[config.mk]
export PLATFORM = sky130hd
export DESIGN_NAME = audio_dma_top
export DESIGN_NICKNAME = d
export VERILOG_FILES = /design/src/rtl/audio_dma_pkg.sv /design/src/rtl/audio_dma_ptr.sv /design/src/rtl/audio_dma_rstgen.sv /design/src/rtl/audio_dma_top.sv
export SDC_FILE = /design/constraint.sdc
export NUM_CORES = 1
export LEC_CHECK = 0
export BUFFER_PORTS_ARGS = -buffer_cell sky130_fd_sc_hd__clkbuf_2
export CAP_MARGIN = 20
export CORE_UTILIZATION = 57
export CTS_CLUSTER_SIZE = 10
export DETAILED_ROUTE_END_ITERATION = 6
export PLACE_DENSITY = 0.95
export SLEW_MARGIN = 10
export SYNTH_ARGS = -nofsm -noshare
export SYNTH_HDL_FRONTEND = slang
export SYNTH_SLANG_ARGS = --single-unit
export TNS_END_PERCENT = 50
[constraint.sdc]
create_clock -name clk -period 2.3 [get_ports clk]
set_input_delay 0.115 -clock clk [delete_from_list [all_inputs] [get_ports clk]]
set_output_delay 0.115 -clock clk [all_outputs]
set_load 0.05 [all_outputs]
[src/rtl/audio_dma_pkg.sv]
package audio_dma_pkg;

    typedef enum logic [1:0] {
        OWN_NONE = 2'd0,
        OWN_TX   = 2'd1,
        OWN_RX   = 2'd2
    } owner_e;

    localparam logic [2:0] A_CTRL  = 3'd0;
    localparam logic [2:0] A_STAT  = 3'd1;
    localparam logic [2:0] A_MASK  = 3'd2;
    localparam logic [2:0] A_TXCUR = 3'd4;
    localparam logic [2:0] A_TXNXT = 3'd5;
    localparam logic [2:0] A_RXCUR = 3'd6;
    localparam logic [2:0] A_RXNXT = 3'd7;

    localparam int C_CODEC = 0;
    localparam int C_TX    = 1;
    localparam int C_RX    = 2;

    localparam int S_TXLD  = 0;
    localparam int S_RXLD  = 1;
    localparam int S_TXST  = 2;
    localparam int S_RXST  = 3;
    localparam int NFLAG   = 4;

endpackage

[src/rtl/audio_dma_ptr.sv]
module audio_dma_ptr #(
    parameter int AW        = 16,
    parameter int BLK_BYTES = 4096
) (
    input  logic          clk,
    input  logic          rst_n,
    input  logic          halt,
    input  logic          wr_cur,
    input  logic          wr_next,
    input  logic [AW-1:0] wdata,
    input  logic          step,
    output logic [AW-1:0] cur,
    output logic [AW-1:0] nxt,
    output logic          load_evt,
    output logic          stale_evt
);
    localparam int OFS_W = $clog2(BLK_BYTES);
    localparam logic [OFS_W-1:0] LAST_OFS = OFS_W'(BLK_BYTES - 4);

    typedef struct packed {
        logic [AW-1:0] cur;
        logic [AW-1:0] nxt;
        logic          fresh;
    } ptr_t;

    ptr_t          ptr_d, ptr_q;
    logic [AW-1:0] aligned;
    logic          at_end;
    logic          unused_low;

    assign unused_low = ^wdata[OFS_W-1:0];

    always_comb begin
        aligned   = {wdata[AW-1:OFS_W], {OFS_W{1'b0}}};
        at_end    = (ptr_q.cur[OFS_W-1:0] == LAST_OFS);
        ptr_d     = ptr_q;
        load_evt  = 1'b0;
        stale_evt = 1'b0;
        if (halt) begin
            ptr_d = '0;
        end else begin
            if (step) begin
                if (at_end) begin
                    ptr_d.cur   = ptr_q.nxt;
                    ptr_d.fresh = 1'b0;
                    load_evt    = 1'b1;
                    stale_evt   = !ptr_q.fresh;
                end else begin
                    ptr_d.cur = ptr_q.cur + AW'(4);
                end
            end
            if (wr_cur) begin
                ptr_d.cur = aligned;
            end
            if (wr_next) begin
                ptr_d.nxt   = aligned;
                ptr_d.fresh = 1'b1;
            end
        end
    end

    always_ff @(posedge clk or negedge rst_n) begin
        if (!rst_n) begin
            ptr_q <= '0;
        end else begin
            ptr_q <= ptr_d;
        end
    end

    assign cur = ptr_q.cur;
    assign nxt = ptr_q.nxt;

endmodule

[src/rtl/audio_dma_rstgen.sv]
module audio_dma_rstgen #(
    parameter int HOLD_CYC = 80
) (
    input  logic clk,
    input  logic rst_n,
    input  logic en,
    output logic codec_rst_n
);
    localparam int CW = $clog2(HOLD_CYC + 1);
    localparam logic [CW-1:0] HOLD = CW'(HOLD_CYC);

    logic [CW-1:0] cnt_d, cnt_q;

    always_comb begin
        if (!en) begin
            cnt_d = '0;
        end else if (cnt_q != HOLD) begin
            cnt_d = cnt_q + CW'(1);
        end else begin
            cnt_d = cnt_q;
        end
    end

    always_ff @(posedge clk or negedge rst_n) begin
        if (!rst_n) begin
            cnt_q <= '0;
        end else begin
            cnt_q <= cnt_d;
        end
    end

    assign codec_rst_n = en && (cnt_q == HOLD);

endmodule

[src/rtl/audio_dma_top.sv]
module audio_dma_top
    import audio_dma_pkg::*;
#(
    parameter int AW        = 16,
    parameter int BLK_BYTES = 4096,
    parameter int HOLD_CYC  = 80
) (
    input  logic          clk,
    input  logic          rst_n,
    input  logic          reg_we,
    input  logic [2:0]    reg_addr,
    input  logic [31:0]   reg_wdata,
    output logic [31:0]   reg_rdata,
    output logic          mem_req,
    output logic          mem_we,
    output logic [AW-1:0] mem_addr,
    output logic [31:0]   mem_wdata,
    input  logic [31:0]   mem_rdata,
    input  logic          mem_ack,
    input  logic          tx_req,
    output logic          tx_valid,
    output logic [7:0]    tx_data,
    input  logic          rx_valid,
    input  logic [7:0]    rx_data,
    output logic          codec_rst_n,
    output logic          irq
);
    typedef struct packed {
        logic [2:0]       ctrl;
        logic [NFLAG-1:0] stat;
        logic [NFLAG-1:0] mask;
        logic             tx_pend;
        logic             rx_pend;
        logic [7:0]       rx_byte;
        owner_e           owner;
        logic             req;
        logic             we;
        logic [AW-1:0]    addr;
        logic [31:0]      wdata;
        logic             tx_valid;
        logic [7:0]       tx_data;
    } top_t;

    top_t          st_d, st_q;
    logic          wr_ctrl, tx_halt, rx_halt;
    logic          tx_step, rx_step;
    logic          tx_load, tx_stale, rx_load, rx_stale;
    logic [AW-1:0] tx_cur, tx_next, rx_cur, rx_next;
    logic          tx_on, rx_on, codec_on;
    logic          unused_bits;

    assign unused_bits = ^{reg_wdata[31:AW], mem_rdata[31:24], mem_rdata[15:0]};

    assign wr_ctrl  = reg_we && (reg_addr == A_CTRL);
    assign tx_halt  = wr_ctrl && st_q.ctrl[C_TX] && !reg_wdata[C_TX];
    assign rx_halt  = wr_ctrl && st_q.ctrl[C_RX] && !reg_wdata[C_RX];
    assign tx_step  = st_q.req && mem_ack && (st_q.owner == OWN_TX) && st_q.ctrl[C_TX];
    assign rx_step  = st_q.req && mem_ack && (st_q.owner == OWN_RX) && st_q.ctrl[C_RX];
    assign tx_on    = st_q.ctrl[C_TX];
    assign rx_on    = st_q.ctrl[C_RX];
    assign codec_on = st_q.ctrl[C_CODEC];

    audio_dma_ptr #(.AW(AW), .BLK_BYTES(BLK_BYTES)) u_tx_ptr (
        .clk      (clk),
        .rst_n    (rst_n),
        .halt     (tx_halt),
        .wr_cur   (reg_we && (reg_addr == A_TXCUR)),
        .wr_next  (reg_we && (reg_addr == A_TXNXT)),
        .wdata    (reg_wdata[AW-1:0]),
        .step     (tx_step),
        .cur      (tx_cur),
        .nxt      (tx_next),
        .load_evt (tx_load),
        .stale_evt(tx_stale)
    );

    audio_dma_ptr #(.AW(AW), .BLK_BYTES(BLK_BYTES)) u_rx_ptr (
        .clk      (clk),
        .rst_n    (rst_n),
        .halt     (rx_halt),
        .wr_cur   (reg_we && (reg_addr == A_RXCUR)),
        .wr_next  (reg_we && (reg_addr == A_RXNXT)),
        .wdata    (reg_wdata[AW-1:0]),
        .step     (rx_step),
        .cur      (rx_cur),
        .nxt      (rx_next),
        .load_evt (rx_load),
        .stale_evt(rx_stale)
    );

    audio_dma_rstgen #(.HOLD_CYC(HOLD_CYC)) u_rstgen (
        .clk        (clk),
        .rst_n      (rst_n),
        .en         (codec_on),
        .codec_rst_n(codec_rst_n)
    );

    always_comb begin
        st_d          = st_q;
        st_d.tx_valid = 1'b0;

        if (wr_ctrl) begin
            st_d.ctrl = reg_wdata[2:0];
        end
        if (reg_we && (reg_addr == A_MASK)) begin
            st_d.mask = reg_wdata[NFLAG-1:0];
        end
        if (reg_we && (reg_addr == A_STAT)) begin
            st_d.stat = st_q.stat & ~reg_wdata[NFLAG-1:0];
        end
        if (tx_load)  st_d.stat[S_TXLD] = 1'b1;
        if (rx_load)  st_d.stat[S_RXLD] = 1'b1;
        if (tx_stale) st_d.stat[S_TXST] = 1'b1;
        if (rx_stale) st_d.stat[S_RXST] = 1'b1;

        if (st_q.req) begin
            if (mem_ack) begin
                st_d.req   = 1'b0;
                st_d.owner = OWN_NONE;
                if (tx_step) begin
                    st_d.tx_valid = 1'b1;
                    st_d.tx_data  = mem_rdata[23:16];
                end
            end
        end else if (st_q.tx_pend) begin
            st_d.req     = 1'b1;
            st_d.we      = 1'b0;
            st_d.owner   = OWN_TX;
            st_d.addr    = tx_cur;
            st_d.tx_pend = 1'b0;
        end else if (st_q.rx_pend) begin
            st_d.req     = 1'b1;
            st_d.we      = 1'b1;
            st_d.owner   = OWN_RX;
            st_d.addr    = rx_cur;
            st_d.wdata   = {8'h00, st_q.rx_byte, 16'h0000};
            st_d.rx_pend = 1'b0;
        end

        if (tx_req && st_q.ctrl[C_TX]) begin
            st_d.tx_pend = 1'b1;
        end
        if (rx_valid && st_q.ctrl[C_RX]) begin
            st_d.rx_pend = 1'b1;
            st_d.rx_byte = rx_data;
        end
        if (!st_d.ctrl[C_TX]) st_d.tx_pend = 1'b0;
        if (!st_d.ctrl[C_RX]) st_d.rx_pend = 1'b0;
    end

    always_ff @(posedge clk or negedge rst_n) begin
        if (!rst_n) begin
            st_q <= '0;
        end else begin
            st_q <= st_d;
        end
    end

    always_comb begin
        case (reg_addr)
            A_CTRL:  reg_rdata = {29'd0, st_q.ctrl};
            A_STAT:  reg_rdata = 32'(st_q.stat);
            A_MASK:  reg_rdata = 32'(st_q.mask);
            A_TXCUR: reg_rdata = 32'(tx_cur);
            A_TXNXT: reg_rdata = 32'(tx_next);
            A_RXCUR: reg_rdata = 32'(rx_cur);
            A_RXNXT: reg_rdata = 32'(rx_next);
            default: reg_rdata = '0;
        endcase
    end

    assign mem_req   = st_q.req;
    assign mem_we    = st_q.we;
    assign mem_addr  = st_q.addr;
    assign mem_wdata = st_q.wdata;
    assign tx_valid  = st_q.tx_valid;
    assign tx_data   = st_q.tx_data;
    assign irq       = |(st_q.stat & st_q.mask);

endmodule

==> results.yml, run 1 <==
pwr:
  power_density_mw_per_mm2: 982
  power_mw: 6.43
  leakagePower_nw: 3.07
  ir_worst_vdd_mv: 0.578
sta:
  period_share_pct: 92.3
  clock_skew_ps: 8.36
  hold_viol_final: 0
  finalMaxSlewViolations: 0
  rsz0062_at_grt: "false"
  period_minus_slack_ps: 2120
  fmax_ghz: 0.471
  tightestPinTransition_ps: 710
  setup-violations-final: 0
  setup-tns-final_ps: 0
  slew_headroom_pct: 52.4
logic_synthesis:
  synth.area.top_cells: "dfrtp_1 44%, buf_4 9.1%, nand2_1 4.7%"
  ys_ff_latch: 104
  async_flop_share_pct: 100
  synth.yosys.seq_area_share_pct: 43.9
  synth_top_area_share_pct: 43.9
  synth_cell_types: 60
  syn_inst: 629
  synth_flop_cell: "dfrtp_1"
  synthTopCellsByCount: "104 x dfrtp_1, 75 x nand2_1, 72 x buf_4, 56 x nor2_1, 37 x o21ai_0"
  syn_area_mm2: 0.00593
  synth_area_leader_cell: "dfrtp_1"
  yosysMostFrequentCell: "dfrtp_1"
  ys_warn_count: 0
  synth_edf_count: 0
  syn_avg_cell_area_um2: 9.43
worst_setup_path:
  r2r_start: "u_rx_ptr.cur[2]$_DFFE_PN0P_"
  crit_path_start_kind: "flip-flop"
  end_kind: "flip-flop"
  critical_path.startpoint: "u_rx_ptr.cur[2]$_DFFE_PN0P_"
  cp.arrival_ps: 2400
  crit_path_max_fanout: 7
  cp.required_ps: 2580
  path_class: "reg2reg"
die:
  io_pins: 174
  core_mm2: 0.00991
  die-area_mm2: 0.0108
  rows: 36
  start_util_pct: 59.8
  fp.dieW_um: 104
  fp.dieH_um: 104
placement:
  gp_congestion: 0.918
  dp.cells: 797
  dp_hpwl_mm: 10.5
  portBuffers: 85
clock_network:
  clk_pin_slew_ps: 100
  h-tree-depth: 3
  cts_buffer_depth: 2
  cts.sinks: 104
  cts_root_buf: "clkbuf_8"
  cts_buffers: 9
  post_cts_buffers: 0
  clkLatencyLatePin_ps: 380
  tritoncts: "done"
route:
  ant_nets: 0
  drc: 0
  drt_iter0_drc: 593
  routed-via-count: 5260
  vias_per_cell: 6.31
  totalWireLength_mm: 16.1
  wire_per_inst_um: 19.3
  dr.pass1.iters: 6
grt:
  grt_pass1_wl_mm: 26.1
  first_global_vias: 5231
  antenna_found_initial: 0
  grt_max_degree: 42
  gr-total-overflow: 0
  grt_usage_pct: 30.7
finish:
  final_cell_count_no_fill: 833
  synthToLayoutAreaGrowth_pct: 10.4
  diodes: 0
  nFillCells: 712
  nNetsFinal: 780
  drive_gt1_share_pct: 21.9
hold_path:
  hp-start: "reg_wdata[0]"
  min_path_type: "in2reg"
run_status:
  outcome: "finished, final reports clean"
job:
  maxCapViolCount: 0
kinds of logic after synthesis:
family / synth area share [%]
AO/OA/AOI/OAI: 14.3
XOR/XNOR: 2.36
adder cells (fa/ha/maj): 0.844
buffers and inverters: 12.2
flip-flops: 43.9
multiplexers: 9.64
other: 0.0632
AND/OR/NAND/NOR: 16.7
flip-flops by register name (all words and copies together), names as in the netlist:
signal and cells:
u_rx_ptr.nxt 4, rx_on 1, mem_wdata 8, u_tx_ptr.nxt 4, mem_req 1, u_tx_ptr.ptr_q 1
codec_on 1, u_rstgen.cnt_q 7, mem_addr 15, st_q 21, tx_data 8, u_rx_ptr.ptr_q 1
u_tx_ptr.cur 15, mem_we 1, u_rx_ptr.cur 15, tx_valid 1
critical path, stage by stage (launching register included):
cell and delay (ps):
dfrtp_1 530, ha_1 250, nand4_1 190, nor3_1 510, mux2i_1 250, o21ai_0 100, a22o_1 200
metrics by stage:
stage / utilization, % / setup slack [ps] / cell area [um^2] / hold WS [ps]
floorplan: - / 317 / 6080 / -181
global placement: 61.7 / 400 / 6110 / 118
detailed placement: 61.7 / 311 / 6110 / 130
CTS: 66.1 / 286 / 6550 / 4.14
global route: 66.1 / 59.3 / 6550 / 12.8
finish: 66.1 / 177 / 6550 / 20.9
worst paths after layout:
kind	endpoint	slack (ps)	cells after the start
worst max register to register	u_rx_ptr.cur[12]$_DFFE_PN0P_	180	6
worst max-delay path	u_rx_ptr.cur[12]$_DFFE_PN0P_	180	6
worst min-delay path	st_q[71]$_DFFE_PN0P_	20	2
max in group asynchronous	u_tx_ptr.cur[10]$_DFFE_PN0P_	1300	3
min in group asynchronous	tx_data[6]$_DFFE_PN0P_	270	2
worst min register to register	st_q[78]$_DFFE_PN0P_	480	1
where the power goes:
part | internal [mW] | leakage (nW) | switching (mW)
Combinational | 0.699 | 1.61 | 1.70
Sequential | 2.24 | 1.34 | 0.454
Clock | 0.660 | 0.119 | 0.669
Total | 3.60 | 3.07 | 2.83
area by class of cell:
class                      count  area, um^2  share of cell area (%)
tap                          133         166                    2.54
multi-input combinational    449        2750                    42.0
clock inverter                 6        97.6                    1.49
sequential                   104        2600                    39.7
inverter                      11        41.3                   0.630
timing repair buffer         120         753                    11.5
clock buffer                  10         138                    2.10
placed cells by master, fill, tap and decap left out, types with 17 or more instances in the layout:
cell type,Yosys,layout
a21oi_1,22,22
a22oi_1,34,34
clkbuf_2,0,84
conb_1,1,40
dfrtp_1,104,104
dlygate4sd3_1,0,20
mux2_2,23,23
mux2i_1,20,20
nand2_1,75,75
nand3_1,17,17
nor2_1,56,56
o21ai_0,37,37
layer usage:
metal	track usage, %	wire (um)
met5	0	0
met3	7.52	1640
met4	15.9	596
met2	50.6	7950
met1	37.3	5870
timing repair:
action,4_1_cts,5_1_grt
endpoints found under the hold margin,59,0
endpoints found under the setup margin,0,0
gates resized for setup,0,0
hold buffers,20,0
(Power assumes the default switching activity.)
==> run 2: changes to the inputs <==
--- a/config.mk
+++ b/config.mk
@@ -6,10 +6,10 @@
 export NUM_CORES = 1
 export LEC_CHECK = 0
-export BUFFER_PORTS_ARGS = -buffer_cell sky130_fd_sc_hd__clkbuf_2
+export BUFFER_PORTS_ARGS = -buffer_cell sky130_fd_sc_hd__buf_2
 export CAP_MARGIN = 20
-export CORE_UTILIZATION = 57
+export CORE_UTILIZATION = 45
 export CTS_CLUSTER_SIZE = 10
 export DETAILED_ROUTE_END_ITERATION = 6
-export PLACE_DENSITY = 0.95
+export PLACE_DENSITY = 0.83
 export SLEW_MARGIN = 10
 export SYNTH_ARGS = -nofsm -noshare
==> constraint.sdc (replaced) <==
create_clock -name clk -period 2.3 [get_ports clk]
set_input_delay 0.46 -clock clk [delete_from_list [all_inputs] [get_ports clk]]
set_output_delay 0.46 -clock clk [all_outputs]
set_load 0.05 [all_outputs]
==> results.yml, run 2 (synthesized netlist as in run 1, its figures left out) <==
run_status:
  outcome: "finished, final reports clean"
finish:
  diodes: 0
  most-common-layout-cells: "104 x dfrtp_1, 83 x buf_2, 75 x nand2_1, 56 x nor2_1, 40 x conb_1"
  final_cell_count_no_fill: 870
  largest-register: "st_q"
  synthToLayoutAreaGrowth_pct: 11.0
  nNetsFinal: 778
  largest_reg_flops: 21
  mostFrequentLayoutCell: "dfrtp_1"
  drive_gt1_share_pct: 24.2
clock_network:
  cts_buffers: 9
  clkLatencyLatePin_ps: 350
  tritoncts: "done"
  cts_root_buf: "clkbuf_16"
  h-tree-depth: 3
  cts.sinks: 104
  clk_pin_slew_ps: 70
  cts_buffer_depth: 2
hold_path:
  min_path_type: "in2reg"
die:
  core_mm2: 0.0127
  rows: 41
  io_pins: 174
  start_util_pct: 46.6
  die-area_mm2: 0.0136
  fp.dieW_um: 117
  fp.dieH_um: 117
placement:
  dp_hpwl_mm: 10.0
  dp.cells: 852
  gp_congestion: 0.885
  portBuffers: 85
sta:
  fmax_ghz: 0.457
  period_share_pct: 95.0
  hold_slack_ps: 306
  finalMaxSlewViolations: 0
  tightestPinTransition_ps: 663
  slew_headroom_pct: 55.6
  hold_viol_final: 0
  rsz0062_at_grt: "false"
  clock_skew_ps: 9.11
  setup-violations-final: 0
  period_minus_slack_ps: 2190
pwr:
  leakagePower_nw: 3.11
  power_density_mw_per_mm2: 978
  ir_worst_vdd_mv: 0.408
grt:
  gr-total-overflow: 0
  grt_usage_pct: 21.1
  grt_pass1_wl_mm: 21.9
  first_global_vias: 4264
  antenna_found_initial: 0
  grt_max_degree: 45
worst_setup_path:
  end_kind: "output port"
  cp.arrival_ps: 1730
  path_class: "reg2out"
  slowest_stage: "mux4_2"
  rrSetupSlack_ps: 250
  cpPeakStageDelay_ps: 500
  worst-path-buf-inv: 1
  crit_path_max_fanout: 7
  critPathTopFamily: "multiplexers"
  crit_path_start_kind: "flip-flop"
  cp.required_ps: 1840
  path_cells: "mux4_2 -> nand2b_1 -> o21ai_1 -> buf_2"
route:
  totalWireLength_mm: 13.9
  vias_per_cell: 5.50
  drc: 0
  drt_iter0_drc: 396
  routed-via-count: 4781
  dr.pass1.iters: 5
  wire_per_inst_um: 16.0
  ant_nets: 0
job:
  maxCapViolCount: 0
[run 2: cell count changes in the layout (fill, tap and decap cells not counted), moves of 9 or more]
cell	change
buf_4	+17
clkbuf_16	+9
clkbuf_2	-84
dlygate4sd3_1	-19
buf_2	+83
clkbuf_8	-9
[run 2: metal layers]
layer,vias to the layer above,wire length (um),GRT usage (%),share of wire (%)
li1,2233,-,-,-
met1,2294,6060,29.5,44
met2,220,6580,32.9,47
met3,34,977,3.55,7.0
met4,0,301,7.93,2.2
met5,-,0,0,0
[run 2: metrics by stage]
step | utilization [%] | power (mW) | instance area (um^2) | worst slack [ps] | TNS [ps]
after floorplan | - | 4.68 | 6080 | -91.1 | -91.1
after global placement | 49.4 | 4.93 | 6280 | 162 | 0
after detailed placement | 49.4 | 5.00 | 6280 | 153 | 0
after CTS | 51.6 | 6.46 | 6570 | 37.8 | 0
after global routing | 51.8 | 6.74 | 6590 | 26.6 | 0
final | 51.8 | 6.44 | 6590 | 114 | 0
[run 2: final cells by class]
class                      instances  area [um^2]
multi-input combinational        449         2760
clock buffer                      12          246
tap                              172          215
timing repair buffer             118          693
fill                            1197         6140
sequential                       104         2600
clock inverter                     4         30.0
inverter                          11         41.3
[run 2: power breakdown]
part / switching, mW / internal (mW) / leakage [nW] / total, mW
registers: 0.389 / 2.25 / 1.34 / 2.64
clock network: 0.685 / 0.767 / 0.133 / 1.45
logic: 1.65 / 0.710 / 1.64 / 2.36
total: 2.72 / 3.72 / 3.11 / 6.44
[run 2: path summary, 6_finish.rpt]
| path | startpoint | endpoint | depth (start not counted) |
|---|---|---|---|
| worst max register to register | u_tx_ptr.cur[2]$_DFFE_PN0P_ | u_tx_ptr.cur[14]$_DFFE_PN0P_ | 6 |
| min in group asynchronous | rst_n | st_q[68]$_DFFE_PN0P_ | 2 |
| worst min register to register | tx_data[6]$_DFFE_PN0P_ | tx_data[6]$_DFFE_PN0P_ | 2 |
| max in group asynchronous | rst_n | mem_we$_DFFE_PN0P_ | 3 |
| worst min-delay path | mem_rdata[19] | tx_data[3]$_DFFE_PN0P_ | 3 |
| worst max-delay path | u_rx_ptr.cur[2]$_DFFE_PN0P_ | reg_rdata[2] | 4 |
[run 2: what timing repair did]
item | 4_1_cts | 5_1_grt
gates resized for setup | 0 | 2
hold endpoints to repair | 14 | 0
hold buffers | 1 | 0
endpoints found under the setup margin | 0 | 1
buffers inserted | 0 | 1
[run 2: worst reg2reg max path, cell delays in order, from the launching register on]
cell and delay [ps]:
dfrtp_1 490, ha_1 260, nand2_1 130, nor3_1 550, nand2_1 110, o211a_1 140
a221o_1 250
==> run 3: changes to the inputs <==
clock period = 2.7 ns   (was 2.3 ns; I/O delays follow)
==> results.yml, run 3 (synthesized netlist as in run 1, its figures left out) <==
sta:
  period_share_pct: 87.1
  rsz0062_at_grt: "false"
  period_minus_slack_ps: 2350
  tightestPinTransition_ps: 742
  setup-tns-final_ps: 0
  fmax_ghz: 0.425
  setup-violations-final: 0
  clock_skew_ps: 11.2
  hold_slack_ps: 176
  hold_viol_final: 0
  finalMaxSlewViolations: 0
  slew_headroom_pct: 50.6
worst_setup_path:
  cp.required_ps: 2160
  crit_top_cell: "buf_2"
  cp.arrival_ps: 1810
  slowest_stage: "mux4_2"
  path_cells: "buf_2 -> mux4_2 -> and2_1 -> buf_2"
  cpPeakStageDelay_ps: 570
  end_kind: "output port"
  reg2regPathDepth: 6
  path_class: "in2out"
  crit_path_start_kind: "input port"
  crit_path_max_fanout: 16
finish:
  finalInstanceArea_mm2: 0.00647
  final_cell_count_no_fill: 854
  drive_gt1_share_pct: 22.6
  synthToLayoutAreaGrowth_pct: 9.16
  nFillCells: 1185
  nNetsFinal: 762
  mostFrequentLayoutCell: "dfrtp_1"
  most-common-layout-cells: "104 x dfrtp_1, 84 x buf_2, 75 x nand2_1, 56 x nor2_1, 40 x conb_1"
  largest-register: "st_q"
  diodes: 0
  largest_reg_flops: 21
grt:
  grt_usage_pct: 20.9
  gr-total-overflow: 0
  first_global_vias: 4345
  grt_max_degree: 43
  grt_pass1_wl_mm: 22.1
  antenna_found_initial: 0
job:
  maxCapViolCount: 0
run_status:
  outcome: "finished, final reports clean"
clock_network:
  cts_buffer_depth: 2
  cts.repair.resized: 0
  cts.sinks: 104
  cts_root_buf: "clkbuf_16"
  clkLatencyLatePin_ps: 350
  hold_buffers: 0
  tritoncts: "done"
  post_cts_buffers: 0
  h-tree-depth: 3
  clk_pin_slew_ps: 70
  cts_buffers: 9
placement:
  dp_hpwl_mm: 9.63
  gp_congestion: 0.837
  portBuffers: 85
  placed_area_mm2: 0.00618
  dp.cells: 838
route:
  drt_iter0_drc: 350
  wire_per_inst_um: 15.9
  totalWireLength_mm: 13.6
  routed-via-count: 4668
  dr.pass1.iters: 5
  drc: 0
  ant_nets: 0
  vias_per_cell: 5.47
pwr:
  power_density_mw_per_mm2: 854
  seqPwrFrac_pct: 41.1
  p_int_mw: 3.22
  p_sw_mw: 2.31
  ir_worst_vdd_mv: 0.355
  clock_power_share_pct: 23.8
  leakagePower_nw: 3.04
  p_comb_share_pct: 35.0
  power_switching_share_pct: 41.8
die:
  die-area_mm2: 0.0136
  rows: 41
  io_pins: 174
  fp.dieW_um: 117
  start_util_pct: 46.6
  core_mm2: 0.0127
  fp.dieH_um: 117
hold_path:
  min_path_type: "in2async"
run 3: metrics by stage:
stage | power (mW) | worst slack, ps | utilization [%]
floorplan | 3.99 | 91.9 | -
global placement | 4.17 | 342 | 48.6
detailed placement | 4.22 | 351 | 48.6
CTS | 5.54 | 343 | 50.9
global route | 5.79 | 264 | 50.9
finish | 5.53 | 349 | 50.9
run 3: cell type report:
class	instances	area [um^2]	area share, %
multi-input cells	449	2750	42.5
flip-flops and latches	104	2600	40.2
repair buffers	102	568	8.77
clock buffers	10	229	3.54
well taps	172	215	3.32
clock inverters	6	67.6	1.04
inverters	11	41.3	0.638
run 3: layer usage:
layer	GRT usage [%]	vias up	routed length (um)
met1	28.9	2231	5910
met4	9.11	0	305
met3	2.37	25	909
li1	-	2199	-
met5	0	-	0
met2	33.3	213	6440
run 3: worst paths after layout:
kind	slack (ps)	endpoint	start
worst max-delay path	350	reg_rdata[12]	reg_addr[0]
worst min-delay path	180	u_rstgen.cnt_q[0]$_DFFE_PN0N_	rst_n
worst max register to register	620	u_tx_ptr.cur[14]$_DFFE_PN0P_	u_tx_ptr.cur[2]$_DFFE_PN0P_
worst min register to register	470	tx_data[7]$_DFFE_PN0P_	tx_data[7]$_DFFE_PN0P_
max in group asynchronous	1890	st_q[65]$_DFFE_PN0P_	rst_n
min in group clk	380	tx_data[1]$_DFFE_PN0P_	mem_rdata[17]
run 3: power groups by stage:
stage / combinational [mW] / sequential, mW / clock [mW]
2_1_floorplan: 1.79 / 2.20 / 0
3_3_place_gp: 1.90 / 2.27 / 0
3_5_place_dp: 1.93 / 2.29 / 0
4_1_cts: 1.94 / 2.26 / 1.34
5_1_grt: 2.08 / 2.32 / 1.39
6_report: 1.94 / 2.27 / 1.32
run 3: worst max-delay path: cells and delay by family:
| kind | cells | cell delay [ps] |
|---|---|---|
| buffers and inverters | 2 | 520 |
| muxes | 1 | 570 |
| and+or+nand+nor | 1 | 180 |
